## src/rtl/caltime_pkg.sv

```systemverilog
package caltime_pkg;
   localparam int WORD_W = 32;

   // Packed layout, MSB first: year, month, day, hour, minute, second
   typedef struct packed {
      logic [5:0] yr;
      logic [3:0] mon;
      logic [4:0] day;
      logic [4:0] hr;
      logic [5:0] mn;
      logic [5:0] sc;
   } cal_word_t;

   localparam logic [3:0] HR12_TOP   = 4'd12;
   localparam logic [4:0] HR24_LAST  = 5'd23;
   localparam logic [5:0] SEXA_LAST  = 6'd59;
   localparam logic [3:0] MON_LAST   = 4'd12;
   localparam logic [5:0] YEAR_LAST  = 6'h3F;
endpackage

```

## src/rtl/caltime_tick_edge.sv

```systemverilog
module caltime_tick_edge #(
   parameter int SYNC_STAGES = 0
) (
   input  logic clk,
   input  logic rst_n,
   input  logic strobe,
   output logic rise
);
   logic level;
   logic level_q;

   generate
      if (SYNC_STAGES < 0 || SYNC_STAGES > 3) begin : g_bad_sync
         $error("caltime_tick_edge: SYNC_STAGES must be 0..3");
      end
      if (SYNC_STAGES == 0) begin : g_direct
         assign level = strobe;
      end else begin : g_sync
         logic [SYNC_STAGES-1:0] sh;
         logic [SYNC_STAGES:0]   ext;
         assign ext = {sh, strobe};
         always_ff @(posedge clk or negedge rst_n) begin
            if (!rst_n) sh <= '0;
            else        sh <= ext[SYNC_STAGES-1:0];
         end
         assign level = sh[SYNC_STAGES-1];
      end
   endgenerate

   always_ff @(posedge clk or negedge rst_n) begin
      if (!rst_n) level_q <= 1'b0;
      else        level_q <= level;
   end

   assign rise = level & ~level_q;
endmodule

```

## src/rtl/caltime_month_len.sv

```systemverilog
module caltime_month_len #(
   parameter int LEAP_LOG2 = 2
) (
   input  logic [3:0] mon,
   input  logic [5:0] yr,
   output logic [4:0] last_day
);
   generate
      if (LEAP_LOG2 < 1 || LEAP_LOG2 > 6) begin : g_bad_leap
         $error("caltime_month_len: LEAP_LOG2 must be 1..6");
      end
   endgenerate

   logic leap;
   assign leap = (yr[LEAP_LOG2-1:0] == '0);

   always_comb begin
      case (mon)
         4'd2:                     last_day = leap ? 5'd29 : 5'd28;
         4'd4, 4'd6, 4'd9, 4'd11:  last_day = 5'd30;
         default:                  last_day = 5'd31;
      endcase
   end
endmodule

```

## src/rtl/caltime_step.sv

```systemverilog
module caltime_step
   import caltime_pkg::*;
#(
   parameter int LEAP_LOG2 = 2
) (
   input  cal_word_t cur,
   input  logic      fmt12,
   output cal_word_t nxt,
   output logic      wrap
);
   logic [4:0] last_day;
   logic       day_c;

   caltime_month_len #(.LEAP_LOG2(LEAP_LOG2)) u_len (
      .mon      (cur.mon),
      .yr       (cur.yr),
      .last_day (last_day)
   );

   always_comb begin
      nxt   = cur;
      wrap  = 1'b0;
      day_c = 1'b0;
      if (cur.sc >= SEXA_LAST) begin
         nxt.sc = '0;
         if (cur.mn >= SEXA_LAST) begin
            nxt.mn = '0;
            if (fmt12) begin
               if (cur.hr[3:0] == 4'd11) begin
                  nxt.hr = {~cur.hr[4], HR12_TOP};
                  day_c  = cur.hr[4];
               end else if (cur.hr[3:0] >= HR12_TOP) begin
                  nxt.hr = {cur.hr[4], 4'd1};
               end else begin
                  nxt.hr = {cur.hr[4], cur.hr[3:0] + 4'd1};
               end
            end else if (cur.hr >= HR24_LAST) begin
               nxt.hr = '0;
               day_c  = 1'b1;
            end else begin
               nxt.hr = cur.hr + 5'd1;
            end
         end else begin
            nxt.mn = cur.mn + 6'd1;
         end
      end else begin
         nxt.sc = cur.sc + 6'd1;
      end

      if (day_c) begin
         if (cur.day >= last_day) begin
            nxt.day = 5'd1;
            if (cur.mon >= MON_LAST) begin
               nxt.mon = 4'd1;
               nxt.yr  = cur.yr + 6'd1;
               wrap    = (cur.yr == YEAR_LAST);
            end else begin
               nxt.mon = cur.mon + 4'd1;
            end
         end else begin
            nxt.day = cur.day + 5'd1;
         end
      end
   end
endmodule

```

## src/rtl/caltime_counter.sv

```systemverilog
module caltime_counter
   import caltime_pkg::*;
#(
   parameter int       SYNC_STAGES = 0,
   parameter int       LEAP_LOG2   = 2,
   parameter bit       RESET_FMT12 = 1'b0
) (
   input  logic        clk,
   input  logic        rst_n,
   input  logic        run_en,
   input  logic        sec_strobe,
   input  logic        wr_en,
   input  logic [31:0] wr_data,
   input  logic        fmt_wr,
   input  logic        fmt_12h_in,
   input  logic        ovf_clr,
   output logic [31:0] time_word,
   output logic        fmt_12h,
   output logic        ovf_flag,
   output logic        ovf_pulse
);
   localparam logic [4:0] RST_HR = RESET_FMT12 ? {1'b0, HR12_TOP} : 5'd0;
   localparam cal_word_t  RST_WORD = '{yr: 6'd0, mon: 4'd1, day: 5'd1,
                                       hr: RST_HR, mn: 6'd0, sc: 6'd0};

   generate
      if (WORD_W != $bits(cal_word_t)) begin : g_bad_word
         $error("caltime_counter: packed word width mismatch");
      end
   endgenerate

   cal_word_t now_q;
   cal_word_t nxt;
   logic      fmt_q;
   logic      ovf_q;
   logic      pulse_q;
   logic      rise;
   logic      wrap;
   logic      step;
   logic      wrap_hit;

   caltime_tick_edge #(.SYNC_STAGES(SYNC_STAGES)) u_edge (
      .clk    (clk),
      .rst_n  (rst_n),
      .strobe (sec_strobe),
      .rise   (rise)
   );

   caltime_step #(.LEAP_LOG2(LEAP_LOG2)) u_step (
      .cur   (now_q),
      .fmt12 (fmt_q),
      .nxt   (nxt),
      .wrap  (wrap)
   );

   assign step     = run_en & rise & ~wr_en;
   assign wrap_hit = step & wrap;

   always_ff @(posedge clk or negedge rst_n) begin
      if (!rst_n) begin
         now_q   <= RST_WORD;
         fmt_q   <= RESET_FMT12;
         ovf_q   <= 1'b0;
         pulse_q <= 1'b0;
      end else begin
         if (wr_en)     now_q <= cal_word_t'(wr_data);
         else if (step) now_q <= nxt;
         if (fmt_wr && !run_en) fmt_q <= fmt_12h_in;
         ovf_q   <= wrap_hit | (ovf_q & ~ovf_clr);
         pulse_q <= wrap_hit;
      end
   end

   assign time_word = now_q;
   assign fmt_12h   = fmt_q;
   assign ovf_flag  = ovf_q;
   assign ovf_pulse = pulse_q;
endmodule

```

## config.mk

```make
export PLATFORM = sky130hd
export DESIGN_NAME = caltime_counter
export DESIGN_NICKNAME = d
export VERILOG_FILES = /design/src/rtl/caltime_pkg.sv /design/src/rtl/caltime_tick_edge.sv /design/src/rtl/caltime_month_len.sv /design/src/rtl/caltime_step.sv /design/src/rtl/caltime_counter.sv
export SDC_FILE = /design/constraint.sdc
export NUM_CORES = 1
export LEC_CHECK = 0
export BUFFER_PORTS_ARGS = -buffer_cell sky130_fd_sc_hd__clkbuf_2
export CORE_MARGIN = 1.5
export CORE_UTILIZATION = 55
export DETAILED_ROUTE_END_ITERATION = 10
export GPL_TIMING_DRIVEN = 0
export PLACE_DENSITY_LB_ADDON = 0.2
export SLEW_MARGIN = 20
export SYNTH_ARGS = -nofsm -noshare
export SYNTH_HDL_FRONTEND = slang
export SYNTH_SLANG_ARGS = --single-unit
```

## constraint.sdc

```tcl
create_clock -name clk -period 4.6 [get_ports clk]
set_input_delay 0.69 -clock clk [delete_from_list [all_inputs] [get_ports clk]]
set_output_delay 0.69 -clock clk [all_outputs]
set_load 0.005 [all_outputs]
```

* Yosys cells after proc, flatten, opt, wreduce, memory -nomap -nowiden
Index checks and enable logic that the tools add are counted.
** Word-level totals
- Register bits after elaboration :: 36
- Input bits :: 40
- Output and inout port bits :: 35
- Word-level logic and storage cells :: 83
** Cells by class
- Add/sub/neg operators :: 7
- Magnitude comparators :: 6
- Eq/ne operators :: 8
- Mux-type cells :: 25
- Bitwise logic cells :: 10
- Reduce and logical (&&, ||, !) cells :: 16
** Operators with widths (count)
- $mux 32 :: 2
- $mux 5 :: 5
- $add 6x1->6 const B :: 3
- $mux 6 :: 3
- $mux 15 :: 1
- $eq 4x4->1 const B :: 3
- $ge 6x6->1 const B :: 2
- $reduce_bool 2->1 :: 6
- $mux 11 :: 1
- $add 5x1->5 const B :: 2
- $mux 10 :: 1
- $mux 1 :: 9
- $add 4x1->4 const B :: 2
- $eq 4x3->1 const B :: 2
- $ge 4x4->1 const B :: 2
- $mux 4 :: 2
- $reduce_and 4->1 :: 2
- $eq 6x6->1 const B :: 1
- $reduce_and 3->1 :: 2
- $and 1x1->1 :: 5
- $ge 5x5->1 :: 1
- $ge 5x5->1 const B :: 1
- $eq 4x2->1 const B :: 1
- $not 1->1 :: 4
- 8 further kinds :: 9

* Logic depth before layout (Yosys ltp)
Gate-level depths: netlist of run 1.
- Word-level depth :: 8
- Mapped depth :: 11
- Mapped depth without buffers :: 11

* Modules after synthesis
Synthesis of run 1 repeated with hierarchy kept, for this count alone.
** Second synthesis, totals
- Cell total of the unflattened synthesis :: 360
- Area, all modules :: 3268.1 µm²
** Modules (own cells, without submodules)
- caltime_counter :: instances 1, cells each 191, area an instance 2082.0 µm², sequential area each 878.3 µm²
- caltime_step :: instances 1, cells each 157, area an instance 1074.8 µm², sequential area each 0.0 µm²
- caltime_month_len :: instances 1, cells each 10, area an instance 72.6 µm², sequential area each 0.0 µm²
- caltime_tick_edge :: instances 1, cells each 2, area an instance 38.8 µm², sequential area each 25.0 µm²

* Least setup slack after synthesis of run 1
Ideal clock, no wire load.
- Kind :: flip-flop to flip-flop
- Start :: reg now_q (netlist bit time_word[22])
- End :: reg now_q (netlist bit time_word[29])
- Data arrival time :: 2684 ps
- Required time :: 4531 ps
- Path slack :: 1847 ps
- Cell stages (with the launch flop) :: 12
- Buffers on the path :: 0
- Cells stage by stage :: dfstp_2 inv_1 ha_1 o21ai_0 a21oi_1 a31oi_1 ha_1 nor3b_1 nor4_1 nand3_4 or4_1 nand3_1
** Between the ends
- Longest elaborated chain between the ends :: 6
- Elaborated cells between the ends (all ways) :: 12
- Those cells by class :: 2 x order compare; 5 x eq/ne; 1 x mux; 4 x reduce/logical
** Ends and longest elaborated chain
- from (decl) :: line caltime_counter.sv:32 : cal_word_t now_q;
- from (signal assigned) :: line caltime_counter.sv:66 : if (wr_en) now_q <= cal_word_t'(wr_data);
- from (signal assigned) :: line caltime_counter.sv:67 : else if (step) now_q <= nxt;
- $eq 4x3->1 / $eq 4x4->1 (equally long branches) :: line caltime_month_len.sv:18 : case (mon)
- $reduce_or 4->1 :: line caltime_month_len.sv:18
- $pmux 2 s2 :: line caltime_month_len.sv:18
- $ge 5x5->1 :: line caltime_step.sv:51 : if (cur.day >= last_day) begin
- $reduce_bool 2->1 (no line)
- $reduce_and 4->1 (no line) *
Mark *: on every way between the ends. The rest lies on a longest branch, timed or not.
A chain may end at the register's enable or synchronous reset.

* Worst setup path after layout of run 1
Same ends and word-level chain as after synthesis.

==> flow_metrics.py, run 1 <==
metrics = {
    "sta": {
        "maxSlewViolCount": 0,
        "layout_setup_ws_ns": 1.49,
        "rsz0062_at_grt": "no",
        "setup_violations": 0,
        "worst_pin_slew_ns": 0.930,
        "fmax_ghz": 0.321,
        "hold_viol_final": 0,
        "setup_tns_ns": 0,
        "clock_skew_ns": 0.00582,
        "finalCritPeriodShare_pct": 67.7,
        "whs_ns": 0.524,
        "max-slew-margin-rel_pct": 38.0,
        "finalCriticalPeriod_ns": 3.11,
    },
    "clock_network": {
        "ctsHoldBuffers": 0,
        "post-cts-setup-buffers": 0,
        "ctsResizeCount": 0,
        "cts_inserted_buffers": 5,
        "insertion_delay_ns": 0.29,
        "clk_path_buf_depth": 2,
        "clock_sinks": 36,
        "cts_tree": "built",
        "cts.htree.levels": 2,
        "clk_pin_slew_ns": 0.08,
        "root_buffer": "clkbuf_8",
    },
    "pwr": {
        "p_per_area_mw_per_mm2": 302,
        "ir_drop_uv": 180,
        "leakage_nw": 1.40,
    },
    "floorplanning": {
        "die_h_um": 68.7,
        "fp-row-count": 23,
        "coreArea_mm2": 0.00406,
        "fp.dieArea_mm2": 0.00471,
        "start_util_pct": 58.4,
        "boundaryPins": 75,
        "die_w_um": 68.7,
    },
    "global_route": {
        "grt_max_degree": 37,
        "grt_pass1_vias": 2083,
        "grt_overflow": 0,
        "grt_first_pass_wirelength_mm": 9.56,
        "antenna_found_initial": 0,
        "grt_use_total_pct": 27.4,
    },
    "routing": {
        "highest_layer": "met4",
        "route.met3.wl_um": 451,
        "ant_nets": 0,
        "met2_length_mm": 2.95,
        "drt_wl_total_mm": 6.09,
        "firstDrtPassIters": 7,
        "drt-initial-drc-count": 181,
        "vias": 2373,
        "viasPerCell": 5.84,
        "met1_length_mm": 2.66,
        "drc": 0,
        "routedWlPerCell_um": 15.0,
    },
    "setup_path": {
        "crit_fanout": 6,
        "worstPathRequired_ns": 4.82,
        "crit_path_start_kind": "flip-flop",
        "end_kind": "flip-flop",
        "cp-startpoint": "time_word[22]",
        "ff2ff_setup_slack_ns": 1.49,
        "critPathKind": "flip-flop to flip-flop",
        "cp.arrival_ns": 3.34,
        "rr_startpoint": "time_word[22]",
    },
    "yosys": {
        "yosysWarnings": 0,
        "synth_ff_type": "dfrtp_1",
        "synth-seq-area-share_pct": 38.1,
        "synth_area_per_cell_um2": 8.65,
        "ys_ff_latch": 36,
        "synth.cell_area_mm2": 0.00237,
        "yosysUniqueCellTypes": 53,
        "async_reset_ff_share_pct": 100,
        "synth_fp_nets": 326,
        "synth_edf_count": 0,
        "synthCells": 274,
    },
    "cells_and_area": {
        "drive_gt1_share_pct": 27.0,
        "fillers": 323,
        "nNetsFinal": 407,
        "diodes": 0,
        "syn_to_final_growth_pct": 23.0,
        "stdcell_area_mm2": 0.00292,
    },
    "place": {
        "port_buffers": 74,
        "place_ws_ns": 1.59,
        "dp_hpwl_mm": 4.37,
        "placed_cell_area_mm2": 0.00280,
        "gp_congestion": 0.863,
    },
    "run": {
        "cap_violations": 0,
    },
    "hold_path": {
        "holdCritPathClass": "input port to async pin",
    },
    "run_status": {
        "status": "completed",
    },
}
## placed cells by master (no fill, tap or decap), types with 2 or more instances in the layout
cell / count
a22oi_1: 2
a31oi_1: 5
nor2_1: 18
or2_2: 2
xnor2_1: 2
o2111ai_2: 2
mux2i_1: 6
clkbuf_2: 74
a2bb2oi_1: 3
nor3_1: 6
o31ai_1: 3
o211ai_1: 6
xor2_1: 3
a21oi_1: 12
inv_1: 15
dfstp_2: 2
clkbuf_1: 11
nand3_1: 15
nand4_1: 5
clkbuf_8: 5
o21ai_0: 23
dfrtp_1: 34
nand2b_1: 2
a21o_1: 3
nand2_1: 39
and3_1: 2
nor3b_1: 4
nor2b_1: 6
buf_2: 2
ha_1: 12
o21a_1: 2
a211oi_1: 3
nor4_1: 2
## power breakdown
| group | switching, mW | internal, mW | total, mW |
|---|---|---|---|
| Clock | 0.122 | 0.160 | 0.283 |
| Combinational | 0.117 | 0.0930 | 0.210 |
| Sequential | 0.0394 | 0.347 | 0.386 |
| Total | 0.279 | 0.600 | 0.879 |
## kinds of logic after synthesis
group | count (synthesis) | synth area share (%)
AOI/OAI and AO/OA | 76 | 22.3
buffers and inverters | 28 | 4.54
xor gates and xnor gates | 5 | 1.85
adders and majority gates | 12 | 6.33
DFF | 36 | 38.1
and+or+nand+nor | 110 | 23.9
muxes | 7 | 3.01
## Yosys cell counts (4+ instances only)
master	n	share of area, %
nor2_1	18	2.8
a31oi_1	5	1.3
ha_1	12	6.3
a21oi_1	12	2.5
inv_1	15	2.4
nor2b_1	6	1.6
clkbuf_1	11	1.7
dfrtp_1	34	36
nand3_1	15	3.2
o21ai_0	23	4.9
nand4_1	5	1.3
nor3b_1	4	1.3
mux2i_1	6	2.5
nand2_1	39	6.2
nor3_1	6	1.3
o211ai_1	6	1.9
## cell type report
cell class / instances / area, um^2 / area share [%]
Multi-Input combinational cell: 210 / 1360 / 46.7
Sequential cell: 36 / 903 / 31.0
Clock inverter: 3 / 42.5 / 1.46
Timing Repair Buffer: 74 / 370 / 12.7
Buffer: 13 / 51.3 / 1.76
Inverter: 15 / 56.3 / 1.93
Tap cell: 50 / 62.6 / 2.15
Clock buffer: 5 / 68.8 / 2.36
## flip-flops by register name, indices dropped and copies added (netlist names)
signal and count:
ovf_flag 1, ovf_pulse 1, fmt_12h 1, time_word 32
u_edge.level_q 1
## layer usage
metal  vias up  GRT usage, %
met2        99          44.4
li1       1158             -
met5         -             0
met3         2          5.68
met4         0          8.25
met1      1114          36.7
## worst max-delay path, stage by stage (launching register included)
cell,delay (ns)
dfstp_2,0.59
inv_1,0.09
ha_1,0.22
o21ai_0,0.17
a21oi_1,0.09
a31oi_1,0.17
ha_1,0.14
nor3b_1,0.07
nor4_1,0.71
nand3_4,0.19
or4_1,0.51
nand3_1,0.09
## stage by stage
step	util, %	total power, mW	instances
3_3_place_gp	69.1	0.593	398
2_1_floorplan	-	0.513	274
4_1_cts	71.8	0.884	406
6_report	71.8	0.879	406
5_1_grt	71.8	0.932	406
3_5_place_dp	69.1	0.600	398
## final timing paths
| path | endpoint | cells after the start |
|---|---|---|
| hold reg to reg | ovf_flag | 2 |
| hold / removal | time_word[14] | 1 |
| setup / recovery | time_word[29] | 11 |
| setup reg to reg | time_word[29] | 11 |
| min in group clk | u_edge.level_q | 1 |
| max in group asynchronous | ovf_pulse | 1 |
(Power assumes the default switching activity.)
==> run 2: changes to the inputs <==
--- a/config.mk
+++ b/config.mk
@@ -7,7 +7,7 @@
 export LEC_CHECK = 0
 export BUFFER_PORTS_ARGS = -buffer_cell sky130_fd_sc_hd__clkbuf_2
 export CORE_MARGIN = 1.5
-export CORE_UTILIZATION = 55
+export CORE_UTILIZATION = 51
 export DETAILED_ROUTE_END_ITERATION = 10
 export GPL_TIMING_DRIVEN = 0
 export PLACE_DENSITY_LB_ADDON = 0.2
==> constraint.sdc (replaced) <==
create_clock -name clk -period 3.1 [get_ports clk]
set_input_delay 0.465 -clock clk [delete_from_list [all_inputs] [get_ports clk]]
set_output_delay 0.465 -clock clk [all_outputs]
set_load 0.005 [all_outputs]
==> flow_metrics.py, run 2 (synthesized netlist as in run 1, its figures left out) <==
metrics = {
    "global_route": {
        "grt_max_degree": 37,
        "grt_overflow": 0,
        "grt_first_pass_wirelength_mm": 10.2,
        "grt_use_total_pct": 25.3,
        "grt_pass1_vias": 2253,
        "antenna_found_initial": 0,
    },
    "setup_path": {
        "critPathKind": "flip-flop to flip-flop",
        "end_kind": "flip-flop",
        "worstPathRequired_ns": 3.33,
        "crit_fanout": 6,
        "crit_path_start_kind": "flip-flop",
        "critPathSlowestCell": "dfstp_2",
        "cp.arrival_ns": 3.09,
        "cpMostUsedCell": "ha_1",
        "max_stage_delay_ns": 0.59,
        "crit_chain": "inv_1 -> ha_1 -> o21ai_0 -> a21oi_1 -> a31oi_1 -> ha_1 -> nor3b_1 -> nor4_2 -> nand3_4 -> or4_1 -> nand3_1",
    },
    "pwr": {
        "p_per_area_mw_per_mm2": 425,
        "ir_drop_uv": 257,
        "fin_total_pwr_mw": 1.24,
        "leakage_nw": 1.39,
    },
    "floorplanning": {
        "die_h_um": 71.2,
        "fp-row-count": 24,
        "coreArea_mm2": 0.00441,
        "start_util_pct": 53.7,
        "die_w_um": 71.2,
        "boundaryPins": 75,
        "fp.dieArea_mm2": 0.00507,
    },
    "cells_and_area": {
        "drive_gt1_share_pct": 27.0,
        "nNetsFinal": 407,
        "fin_cells": 408,
        "diodes": 0,
        "largest_reg_flops": 32,
        "utilization_pct": 65.9,
        "layout_commonest_cell": "clkbuf_2",
        "stdcell_area_mm2": 0.00291,
        "final_cell_mix": "74 x clkbuf_2, 39 x nand2_1, 34 x dfrtp_1",
        "syn_to_final_growth_pct": 22.6,
    },
    "sta": {
        "maxSlewViolCount": 0,
        "clock_skew_ns": 0.00534,
        "whs_ns": 0.298,
        "setup_tns_ns": 0,
        "fmax_ghz": 0.349,
        "finalCriticalPeriod_ns": 2.86,
        "rsz0062_at_grt": "no",
        "hold_viol_final": 0,
        "finalCritPeriodShare_pct": 92.4,
        "worst_pin_slew_ns": 0.911,
        "max-slew-margin-rel_pct": 39.3,
        "layout_setup_ws_ns": 0.236,
        "setup_violations": 0,
    },
    "clock_network": {
        "cts_inserted_buffers": 5,
        "cts.htree.levels": 2,
        "clk_path_buf_depth": 2,
        "insertion_delay_ns": 0.29,
        "clock_sinks": 36,
        "post-cts-setup-buffers": 0,
        "cts_tree": "built",
        "root_buffer": "clkbuf_8",
        "clk_pin_slew_ns": 0.07,
    },
    "run_status": {
        "status": "completed",
    },
    "routing": {
        "viasPerCell": 5.80,
        "met1_length_mm": 2.74,
        "route.met3.wl_um": 395,
        "firstDrtPassIters": 4,
        "drt-initial-drc-count": 241,
        "met2_length_mm": 2.72,
        "routedWlPerCell_um": 14.6,
        "ant_nets": 0,
        "vias": 2368,
        "drt_wl_total_mm": 5.95,
        "highest_layer": "met4",
        "drc": 0,
    },
    "hold_path": {
        "holdCritPathClass": "input port to async pin",
    },
    "place": {
        "place_ws_ns": 0.0917,
        "place_inst": 400,
        "dp_hpwl_mm": 4.48,
        "port_buffers": 74,
        "placed_cell_area_mm2": 0.00281,
        "gp_congestion": 0.858,
    },
    "run": {
        "cap_violations": 0,
    },
}
## run 2: cell types whose count changed in the layout (fill, tap and decap cells not counted)
| cell | previous run | this run |
|---|---|---|
| nor4_2 | 0 | 1 |
| bufinv_16 | 1 | 0 |
| nor3_1 | 6 | 5 |
| clkbuf_1 | 11 | 13 |
| clkbuf_8 | 5 | 6 |
| nor4_1 | 2 | 1 |
| clkinv_2 | 1 | 0 |
| nor3_2 | 1 | 2 |
| clkinvlp_4 | 1 | 0 |
## run 2: power by group
| part | switching, mW | total, mW | internal (mW) |
|---|---|---|---|
| sequential | 0.0583 | 0.573 | 0.515 |
| clock | 0.169 | 0.351 | 0.181 |
| combinational | 0.174 | 0.313 | 0.139 |
| total | 0.402 | 1.24 | 0.835 |
## run 2: per-layer routing
metal	GRT usage, %	vias to the layer above
met5	0	-
met4	9.64	0
met3	4.27	12
met2	38.6	86
met1	35.9	1113
li1	-	1157
## run 2: critical path: cells and delay by family (launching register included)
family	cells	cell delay, ns
AOI/OAI and AO/OA	3	0.41
adders and majority gates	2	0.36
buffers and inverters	1	0.09
DFF	1	0.59
and+or+nand+nor	5	1.35
## run 2: cell type report
type / instances / area [um^2]
Buffer: 13 / 51.3
Timing Repair Buffer: 74 / 370
Tap cell: 52 / 65.1
Sequential cell: 36 / 903
Fill cell: 388 / 1510
Inverter: 15 / 56.3
Multi-Input combinational cell: 210 / 1370
Clock buffer: 8 / 90.1
## run 2: worst paths after layout
path,from,end,slack (ns),depth (start not counted)
worst min register to register,ovf_flag,ovf_flag,0.56,2
max in group asynchronous,rst_n,time_word[16],2.23,1
min in group clk,sec_strobe,u_edge.level_q,0.32,1
worst max register to register,time_word[22],time_word[29],0.24,11
worst max-delay path,time_word[22],time_word[29],0.24,11
worst min-delay path,rst_n,time_word[11],0.30,1
## run 2: repair_timing
item	CTS	global route
setup endpoints to repair	0	2
hold buffers	0	0
endpoints found under the hold margin	0	0
gates resized for setup	0	2
